## src/rtl/pll_param_search.sv

```systemverilog
module pll_param_search #(
  parameter int              FREQ_W  = 32,
  parameter longint unsigned UNIT_HZ = 64'd1000000
) (
  input  logic              clk,
  input  logic              rst_n,
  input  logic              start,
  input  logic [FREQ_W-1:0] ref_hz,
  input  logic [FREQ_W-1:0] req_hz,
  output logic              busy,
  output logic              done,
  output logic [7:0]        mult_code,
  output logic              prediv_code,
  output logic [2:0]        shift_code,
  output logic [FREQ_W-1:0] achieved_hz,
  output logic              exact,
  output logic              no_solution,
  output logic [2:0]        filter_code,
  output logic              range_warn,
  output logic [31:0]       cfg_word
);

  localparam int M_W    = 8;
  localparam int D2_W   = 3;
  localparam int IDX_W  = 1 + D2_W + M_W;
  localparam int PROD_W = FREQ_W + M_W + 1;
  localparam int unsigned BAND_MHZ [7] = '{10, 16, 26, 42, 65, 104, 166};

  function automatic logic [2:0] band_of(input logic [FREQ_W-1:0] r, input logic half);
    logic [2:0] c;
    c = 3'd0;
    for (int i = 0; i < 7; i++)
      if (64'(r) >= 64'(BAND_MHZ[i]) * (half ? 64'd2 : 64'd1) * UNIT_HZ)
        c = 3'(i + 1);
    return c;
  endfunction

  function automatic logic window_miss(input logic [FREQ_W-1:0] r, input logic half);
    longint unsigned k;
    k = (half ? 64'd2 : 64'd1) * UNIT_HZ;
    return (64'(r) < 64'd10 * k) || (64'(r) >= 64'd201 * k);
  endfunction

  logic [FREQ_W-1:0] ref_q, req_q;
  logic [IDX_W-1:0]  idx;
  logic              busy_q, done_q, found_q;
  logic [M_W-1:0]    bm;
  logic              bd1;
  logic [D2_W-1:0]   bd2;
  logic [PROD_W-1:0] bt;

  logic [M_W-1:0]    res_m;
  logic              res_d1;
  logic [D2_W-1:0]   res_d2;
  logic [PROD_W-1:0] res_t;
  logic              res_exact, res_nosol, res_warn;
  logic [2:0]        res_filt;

  logic [M_W-1:0]    cur_m;
  logic              cur_d1;
  logic [D2_W-1:0]   cur_d2;
  logic [PROD_W-1:0] prod, tclk;
  logic              fits, hit, upd, fin;
  logic [M_W-1:0]    nm;
  logic              nd1;
  logic [D2_W-1:0]   nd2;
  logic [PROD_W-1:0] nt;

  assign cur_m  = idx[M_W-1:0];
  assign cur_d2 = ~idx[M_W +: D2_W];
  assign cur_d1 = ~idx[IDX_W-1];

  assign prod = PROD_W'(ref_q) * PROD_W'({1'b0, cur_m} + (M_W+1)'(1));
  assign tclk = prod >> ({3'b000, cur_d1} + {1'b0, cur_d2});
  assign fits = tclk <= PROD_W'(req_q);
  assign hit  = tclk == PROD_W'(req_q);
  assign upd  = fits && (!found_q || tclk > bt);
  assign fin  = busy_q && (hit || (&idx));

  assign nm  = upd ? cur_m  : bm;
  assign nd1 = upd ? cur_d1 : bd1;
  assign nd2 = upd ? cur_d2 : bd2;
  assign nt  = upd ? tclk   : bt;

  always_ff @(posedge clk or negedge rst_n) begin
    if (!rst_n) begin
      ref_q <= '0; req_q <= '0; idx <= '0;
      busy_q <= 1'b0; done_q <= 1'b0; found_q <= 1'b0;
      bm <= '0; bd1 <= 1'b0; bd2 <= '0; bt <= '0;
      res_m <= '0; res_d1 <= 1'b0; res_d2 <= '0; res_t <= '0;
      res_exact <= 1'b0; res_nosol <= 1'b0; res_warn <= 1'b0; res_filt <= '0;
    end else begin
      done_q <= 1'b0;
      if (!busy_q) begin
        if (start) begin
          ref_q   <= ref_hz;
          req_q   <= req_hz;
          idx     <= '0;
          busy_q  <= 1'b1;
          found_q <= 1'b0;
          bm <= '0; bd1 <= 1'b0; bd2 <= '0; bt <= '0;
        end
      end else begin
        if (upd) begin
          bm <= cur_m; bd1 <= cur_d1; bd2 <= cur_d2; bt <= tclk;
          found_q <= 1'b1;
        end
        if (fin) begin
          busy_q    <= 1'b0;
          done_q    <= 1'b1;
          res_m     <= nm;
          res_d1    <= nd1;
          res_d2    <= nd2;
          res_t     <= nt;
          res_exact <= hit;
          res_nosol <= !(found_q || fits);
          res_filt  <= (found_q || fits) ? band_of(ref_q, nd1) : 3'd0;
          res_warn  <= (found_q || fits) ? window_miss(ref_q, nd1) : 1'b0;
        end else begin
          idx <= idx + 1'b1;
        end
      end
    end
  end

  assign busy        = busy_q;
  assign done        = done_q;
  assign mult_code   = res_m;
  assign prediv_code = res_d1;
  assign shift_code  = res_d2;
  assign achieved_hz = res_t[FREQ_W-1:0];
  assign exact       = res_exact;
  assign no_solution = res_nosol;
  assign filter_code = res_filt;
  assign range_warn  = res_warn;
  assign cfg_word    = {5'b0, res_filt, res_m, 7'b0, res_d1, 5'b0, res_d2};

  AST_DONE_ONE_CYCLE: assert property (@(posedge clk) disable iff (!rst_n)
    done |=> !done) else $error("done longer than one cycle");
  AST_DONE_NOT_BUSY: assert property (@(posedge clk) disable iff (!rst_n)
    done |-> !busy) else $error("done while busy");
  AST_INPUTS_HELD: assert property (@(posedge clk) disable iff (!rst_n)
    busy && $past(busy) |-> $stable(ref_q) && $stable(req_q)) else $error("inputs changed mid-search");
  AST_NOT_ABOVE: assert property (@(posedge clk) disable iff (!rst_n)
    done && !no_solution |-> res_t <= PROD_W'(req_q)) else $error("result above target");
  AST_EXACT_EQUAL: assert property (@(posedge clk) disable iff (!rst_n)
    done && exact |-> res_t == PROD_W'(req_q)) else $error("exact flag without equality");
  AST_NOSOL_ZERO: assert property (@(posedge clk) disable iff (!rst_n)
    done && no_solution |-> cfg_word == 32'd0 && achieved_hz == '0 && !exact) else $error("no-solution fields not zero");
  AST_BEST_RISES: assert property (@(posedge clk) disable iff (!rst_n)
    busy && $past(busy) && $past(found_q) |-> bt >= $past(bt)) else $error("kept candidate got worse");

endmodule

```

## config.mk

```make
export PLATFORM = sky130hd
export DESIGN_NAME = pll_param_search
export DESIGN_NICKNAME = d
export VERILOG_FILES = /design/src/rtl/pll_param_search.sv
export SDC_FILE = /design/constraint.sdc
export NUM_CORES = 1
export LEC_CHECK = 0
export ABC_AREA = 1
export BUFFER_PORTS_ARGS = -buffer_cell sky130_fd_sc_hd__buf_2
export CAP_MARGIN = 5
export CORE_UTILIZATION = 58
export CTS_BUF_LIST = sky130_fd_sc_hd__clkbuf_16
export CTS_CLUSTER_DIAMETER = 100
export DETAILED_ROUTE_END_ITERATION = 10
export PLACE_DENSITY = 0.81
export SLEW_MARGIN = 15
export SYNTH_ARGS = -nofsm -noshare
export SYNTH_HDL_FRONTEND = slang
export SYNTH_SLANG_ARGS = --single-unit
```

## constraint.sdc

```tcl
create_clock -name clk -period 9.4 [get_ports clk]
set_input_delay 1.41 -clock clk [delete_from_list [all_inputs] [get_ports clk]]
set_output_delay 1.41 -clock clk [all_outputs]
set_load 0.02 [all_outputs]
```

==> run metrics, run 1 <==
status complete, but fails checks; failing checks DRC, setup timing; Final Hold Violating Endpoints 0; asr flop ratio synth 1.00; initial antenna violation count 2; chip width 203 um; post-DR vias/cell 5.67; number of hold buffers added after CTS 0; worst skew pair latency ~0.48 ns; Initial Util 0.588; Sw Pwr 0.432 mW; most common flop cell mapped by yosys dfrtp_1; Clock power frac 0.487; multi-input logic area 17,200 um^2; clk_skew 0.0168 ns; sequential share of power 0.490; row cnt 73; routed wl met2 35.8 mm; final wirelength roughly 83 mm; Place WS -0.925 ns; Worst IR Drop VDD about 90 uV; Initial DRT Pass Iterations 10; Hold Path Depth 2; CP Capture Type flip-flop; Syn Area/Cell 6.94 um^2; largest area contributor in the netlist dfrtp_1; crit path DAT 10.74 ns; CP max stage cell fa_1; gpl congestion around 1.0; unrepaired setup endpoints after global routing yes; Final min period 10.32 ns; number of port buffers 133; Yosys top cell area share 0.195; core box area 39,700 um^2; post-synthesis cell count 3,366; overall overflow remaining after global route 0; Setup WS post-layout -0.920 ns; clock sinks 182; Mapped Area 23,400 um^2; metal1 wirelength 33.9 mm; Tot Pwr about 1.6 mW; CTS Root Buffer Type clkbuf_16; final hold slack 0.479 ns; first-pass GRT wire length 128 mm; non-filler cells, final between 4k and 5k; Area after DPL approximately 28,000 um^2; Layout Utilization 0.757; Slew Limit Fails 0; H-tree lvl count 4; routed wire length per instance 18.8 um; Ys Warns 0; Area Growth Syn to Fin 28.7%; most instantiated cells after synthesis 900 x nand2_1, 579 x inv_1, 315 x nor2_1; share of post-route cells with drive strength above 1 0.262; NumNets Final 4,331; Final HPWL DP 62.5 mm; Die Y 203 um; Detailed Route Iter0 Violations 2,856; gr usage total 0.403; top post-synthesis cells by area dfrtp_1 19%, fa_1 18%, nand2_1 14%; Top Layer Used met4; EDFF count, synth 0; vias in the first global route 24.0k; # IOs 151; Worst EP required approximately 9.8 ns; CP Launch Type flip-flop; Yosys cell types 55; TritonCTS Buffers 17; residual DRC count 10; max_cap viols 0; crit path kind reg2reg; f_max between 90 and 100 MHz; design area 30,100 um^2; setup_tns -4.60 ns; clock-pin slew on the worst setup and hold paths approximately 0.080 ns; Pwr per Cell Area around 53 nW/um^2; Worst R2R Path Depth 65; Top cell by count, worst path buf_4; Comb power frac 0.023; CP max stage delay about 0.59 ns; Slew HR 0.180; area occupied by registers between 4000 and 5000 um^2; Die ar. 41,100 um^2; filler instances 2,897; worst hold path type reg2reg; largest net degree at the start of global routing 110; # placed instances between 4k and 5k; CTS max path bufs 2; # setup viols final 6; most frequent cell after synthesis nand2_1; Critical Path Fanout Max 14; P_int 1.16 mW; Leak 16.8 nW; vias approximately 25k; crit share post-route 1.10; Seq cells post-synth 182; Switching Share 0.271; met3 wire length 10.6 mm; DRT antenna net count 0; CTS tree yes; Least-Margin Pin Slew 1.23 ns; Seq/Total Area, Yosys 0.195
layout make-up:
cell class                 instances  area share
inverter                         606      0.0761
timing repair buffer             632       0.157
clock buffer                      17      0.0141
clock inverter                    15     0.00703
tap                              525      0.0218
sequential                       182       0.151
antenna                            1   0.0000832
multi-input combinational       2432       0.573
logic make-up after synthesis:
| kind of cell | share of synthesized area |
|---|---|
| other | 0.000160 |
| flip-flops | 0.195 |
| adder cells (fa/ha/maj) | 0.278 |
| multiplexers | 0.00128 |
| AND/OR/NAND/NOR | 0.313 |
| AO/OA/AOI/OAI | 0.0705 |
| buffers and inverters | 0.132 |
| XOR/XNOR | 0.00937 |
timing repair:
action	CTS	global route
setup buffers	48	16
gates cloned	1	1
resized for setup	167	161
endpoints found under the setup margin	4	6
pin swaps	50	100
layer usage:
metal  vias up  GRT usage
met2      1487      0.600
met3       234      0.129
li1      11484          -
met5         -          0
met4         0      0.114
met1     11806      0.562
placed cells by master (no fill, tap or decap), drive strengths merged, types with 5 or more instances in the layout:
cell type	netlist	routed
or2	8	8
nand3b	6	6
xnor2	6	6
dfrtp	182	182
inv	591	596
o21ai	159	159
clkbuf	80	19
nand3	295	295
o211ai	7	7
clkinv	15	24
fa	211	211
xor2	19	19
a21o	7	7
nand4	82	82
a21oi	85	85
nor4	23	23
buf	82	630
nor2	325	325
ha	182	182
nor3	33	33
conb	1	17
a211oi	7	7
a21boi	5	5
o21bai	8	8
nand2	919	919
final timing paths:
path | start | end | slack [ns]
max in group asynchronous | rst_n | ref_q[16]$_DFFE_PN0P_ | 6.78
min in group asynchronous | rst_n | res_t[15]$_DFFE_PN0P_ | 1.05
hold reg to reg | res_t[12]$_DFFE_PN0P_ | res_t[12]$_DFFE_PN0P_ | 0.48
setup / recovery | idx[2]$_DFFE_PN0P_ | res_t[10]$_DFFE_PN0P_ | -0.92
hold / removal | res_t[12]$_DFFE_PN0P_ | res_t[12]$_DFFE_PN0P_ | 0.48
setup reg to reg | idx[2]$_DFFE_PN0P_ | res_t[10]$_DFFE_PN0P_ | -0.92
sequential cells by signal (all words and copies together) (netlist names):
register	count
bd1	1
bd2	3
bm	8
bt	41
busy	1
done	1
exact	1
filter_code	3
found_q	1
idx	12
mult_code	8
no_solution	1
prediv_code	1
range_warn	1
ref_q	32
req_q	32
res_t	32
shift_code	3
worst max-delay path: cells and delay by family, from the launching register on:
family | cells | cell delay (ns)
simple gates | 15 | 1.89
xor+xnor | 2 | 0.28
compound gates | 1 | 0.14
buf+inv | 42 | 5.13
fa+ha+maj | 5 | 2.41
flops | 1 | 0.37
power by group through the flow:
stage                     Clock (mW)  Combinational [mW]  Sequential [mW]
after floorplan                    0              0.0113            0.798
after global placement             0              0.0362            0.798
after detailed placement           0              0.0366            0.798
after CTS                      0.782              0.0368            0.782
after global routing           0.814              0.0406            0.782
final                          0.777              0.0360            0.782
Note: power is estimated with default switching activity, not from simulation.
==> run 2, diff against run 1 <==
==> constraint.sdc (replaced) <==
create_clock -name clk -period 9.4 [get_ports clk]
set_input_delay 2.35 -clock clk [delete_from_list [all_inputs] [get_ports clk]]
set_output_delay 2.35 -clock clk [all_outputs]
set_load 0.02 [all_outputs]
==> run 2 against run 1 <==
The run still ends with DRC, setup timing left. Final cell count decreased by 0.45%. Sequential power about the same. Register-to-register slack got worse by 0.04 ns. Non-clock buffer count decreased by 19. Cell area increased by 3.0%. Clock-buffer cell count unchanged. First-iteration DRC count increased by 36%. Critical path depth increased by 6. Total power increased by 0.29%. Clock skew increased by 0.0036 ns. Critical path type unchanged. Largest cell class unchanged. Largest power group unchanged. Highest routed layer unchanged.
==> run metrics, run 2 (synthesis results as in run 1) <==
number of port buffers ~130; setup_tns -3.59 ns; failing checks DRC, setup timing; largest net degree at the start of global routing approximately 130; residual DRC count 3; critical path's top delay family simple AND/OR/NAND/NOR gates; Initial Util 0.588; Least-Margin Pin Slew 1.01 ns; met1 usage 0.554; CP max stage cell fa_1; CP Launch Point idx[0]$_DFFE_PN0P_; unrepaired setup endpoints after global routing yes; Final HPWL DP roughly 62 mm; RR Startpoint idx[0]$_DFFE_PN0P_; crit path DAT 10.72 ns; clk_skew 0.0205 ns; routing usage on met2 0.615; core box area 39,700 um^2; Worst IR Drop VDD approximately 120 uV; gr busiest metal met2; gpl congestion 1.07; Area Growth Syn to Fin 32.5%; overall overflow remaining after global route 0; Final min period approximately 10 ns; # IOs 151; CTS max path bufs 2; CTS tree yes; Die Y about 200 um; CP max stage delay around 0.57 ns; CP Launch Type flip-flop; Critical Path Fanout Max 8; max FFs per register 41; first-pass GRT wire length approximately 130 mm; worst hold path type reg2reg; Worst EP required 9.76 ns; Setup WS post-layout -0.958 ns; worst skew pair latency 0.47 ns; status complete, but fails checks; routed wire length per instance 20.5 um; Final Hold Violating Endpoints 0; most common cell after layout, fill and taps aside nand2_1; clock sinks 182; Detailed Route Iter0 Violations a little under 4k; Die ar. 41,100 um^2; Top cell by count, worst path nand2_1; Largest Register bt; TritonCTS Buffers 17; commonest non-fill, non-tap cells in the layout 789 x nand2_1, 533 x inv_1, 448 x buf_4; hold path start res_t[10]$_DFFE_PN0P_; Initial DRT Pass Iterations 11; CTS Root Buffer Type clkbuf_16; M3 GR Usage 0.109; gr usage total 0.404; NumNets Final approximately 4.3k; row cnt 73; share of post-route cells with drive strength above 1 0.314; H-tree lvl count 4; Leak 16.8 nW; DRT antenna net count 0; vias 26.1k; number of antenna diodes 0; CP Capture Type flip-flop; chip width about 200 um; non-filler cells, final 4,390; initial antenna violation count 1; # placed instances 4,302; # setup viols final 4; f_max just under 100 MHz; clock-pin slew on the worst setup and hold paths 0.09 ns; number of hold buffers added after CTS 0; post-DR vias/cell approximately 6.0; max_cap viols 0; crit share post-route 1.10; crit path kind reg2reg; final wirelength roughly 90 mm; vias in the first global route 24.5k; Pwr per Cell Area 51.7 nW/um^2; Slew Limit Fails 0; CP bufs+invs 17; Slew HR 0.326
==> run 2: metrics by stage <==
stage | power (mW) | instance area (um^2) | utilization | worst slack, ns | hold WS [ns]
after CTS | 1.60 | 29100 | 0.732 | -0.397 | 0.485
final | 1.60 | 31000 | 0.779 | -0.958 | 0.479
after global placement | 0.834 | 27400 | 0.690 | -0.694 | 0.459
after global routing | 1.63 | 31000 | 0.779 | -1.42 | 0.505
after floorplan | 0.809 | 23600 | - | 0.0241 | 0.449
after detailed placement | 0.834 | 27400 | 0.690 | -0.814 | 0.461
==> run 2: repair_timing <==
action | in CTS | in global routing
cloned | 2 | 5
gates resized for setup | 210 | 401
buffers inserted | 13 | 37
pin swaps | 63 | 200
setup endpoints to repair | 4 | 4
==> run 2: metal layers <==
metal,wire (um),vias to the layer above,share of wire
met5,0,-,0
met4,4880,0,0.054
met3,13000,496,0.14
met2,38800,1922,0.43
met1,33400,12281,0.37
li1,-,11430,-
==> run 2: worst paths after layout <==
kind | endpoint | slack [ns] | depth (start not counted)
setup reg to reg | filter_code[0]$_DFFE_PN0P_ | -0.96 | 71
hold / removal | res_t[10]$_DFFE_PN0P_ | 0.48 | 2
max in group asynchronous | ref_q[15]$_DFFE_PN0P_ | 5.91 | 2
setup / recovery | filter_code[0]$_DFFE_PN0P_ | -0.96 | 71
min in group asynchronous | res_t[15]$_DFFE_PN0P_ | 2.02 | 1
hold reg to reg | res_t[10]$_DFFE_PN0P_ | 0.48 | 2
==> run 2: cell type report <==
type,instances,area [um^2]
clock buffers,17,425
clock inverters,15,205
fillers,2679,8780
inverters,606,2300
multi-input cells,2432,18200
flip-flops and latches,182,4550
well taps,525,657
repair buffers,613,4630
==> run 2: power breakdown <==
| group | switching [mW] | internal, mW |
|---|---|---|
| clock | 0.394 | 0.387 |
| sequential | 0 | 0.782 |
| combinational | 0.0262 | 0.0100 |
==> run 2: worst reg2reg max path, delay by kind of cell (launching register included) <==
family / cells / cell delay (ns)
flops: 1 / 0.41
simple gates: 36 / 3.25
compound gates: 11 / 1.49
buf+inv: 17 / 1.96
fa+ha+maj: 7 / 3.16
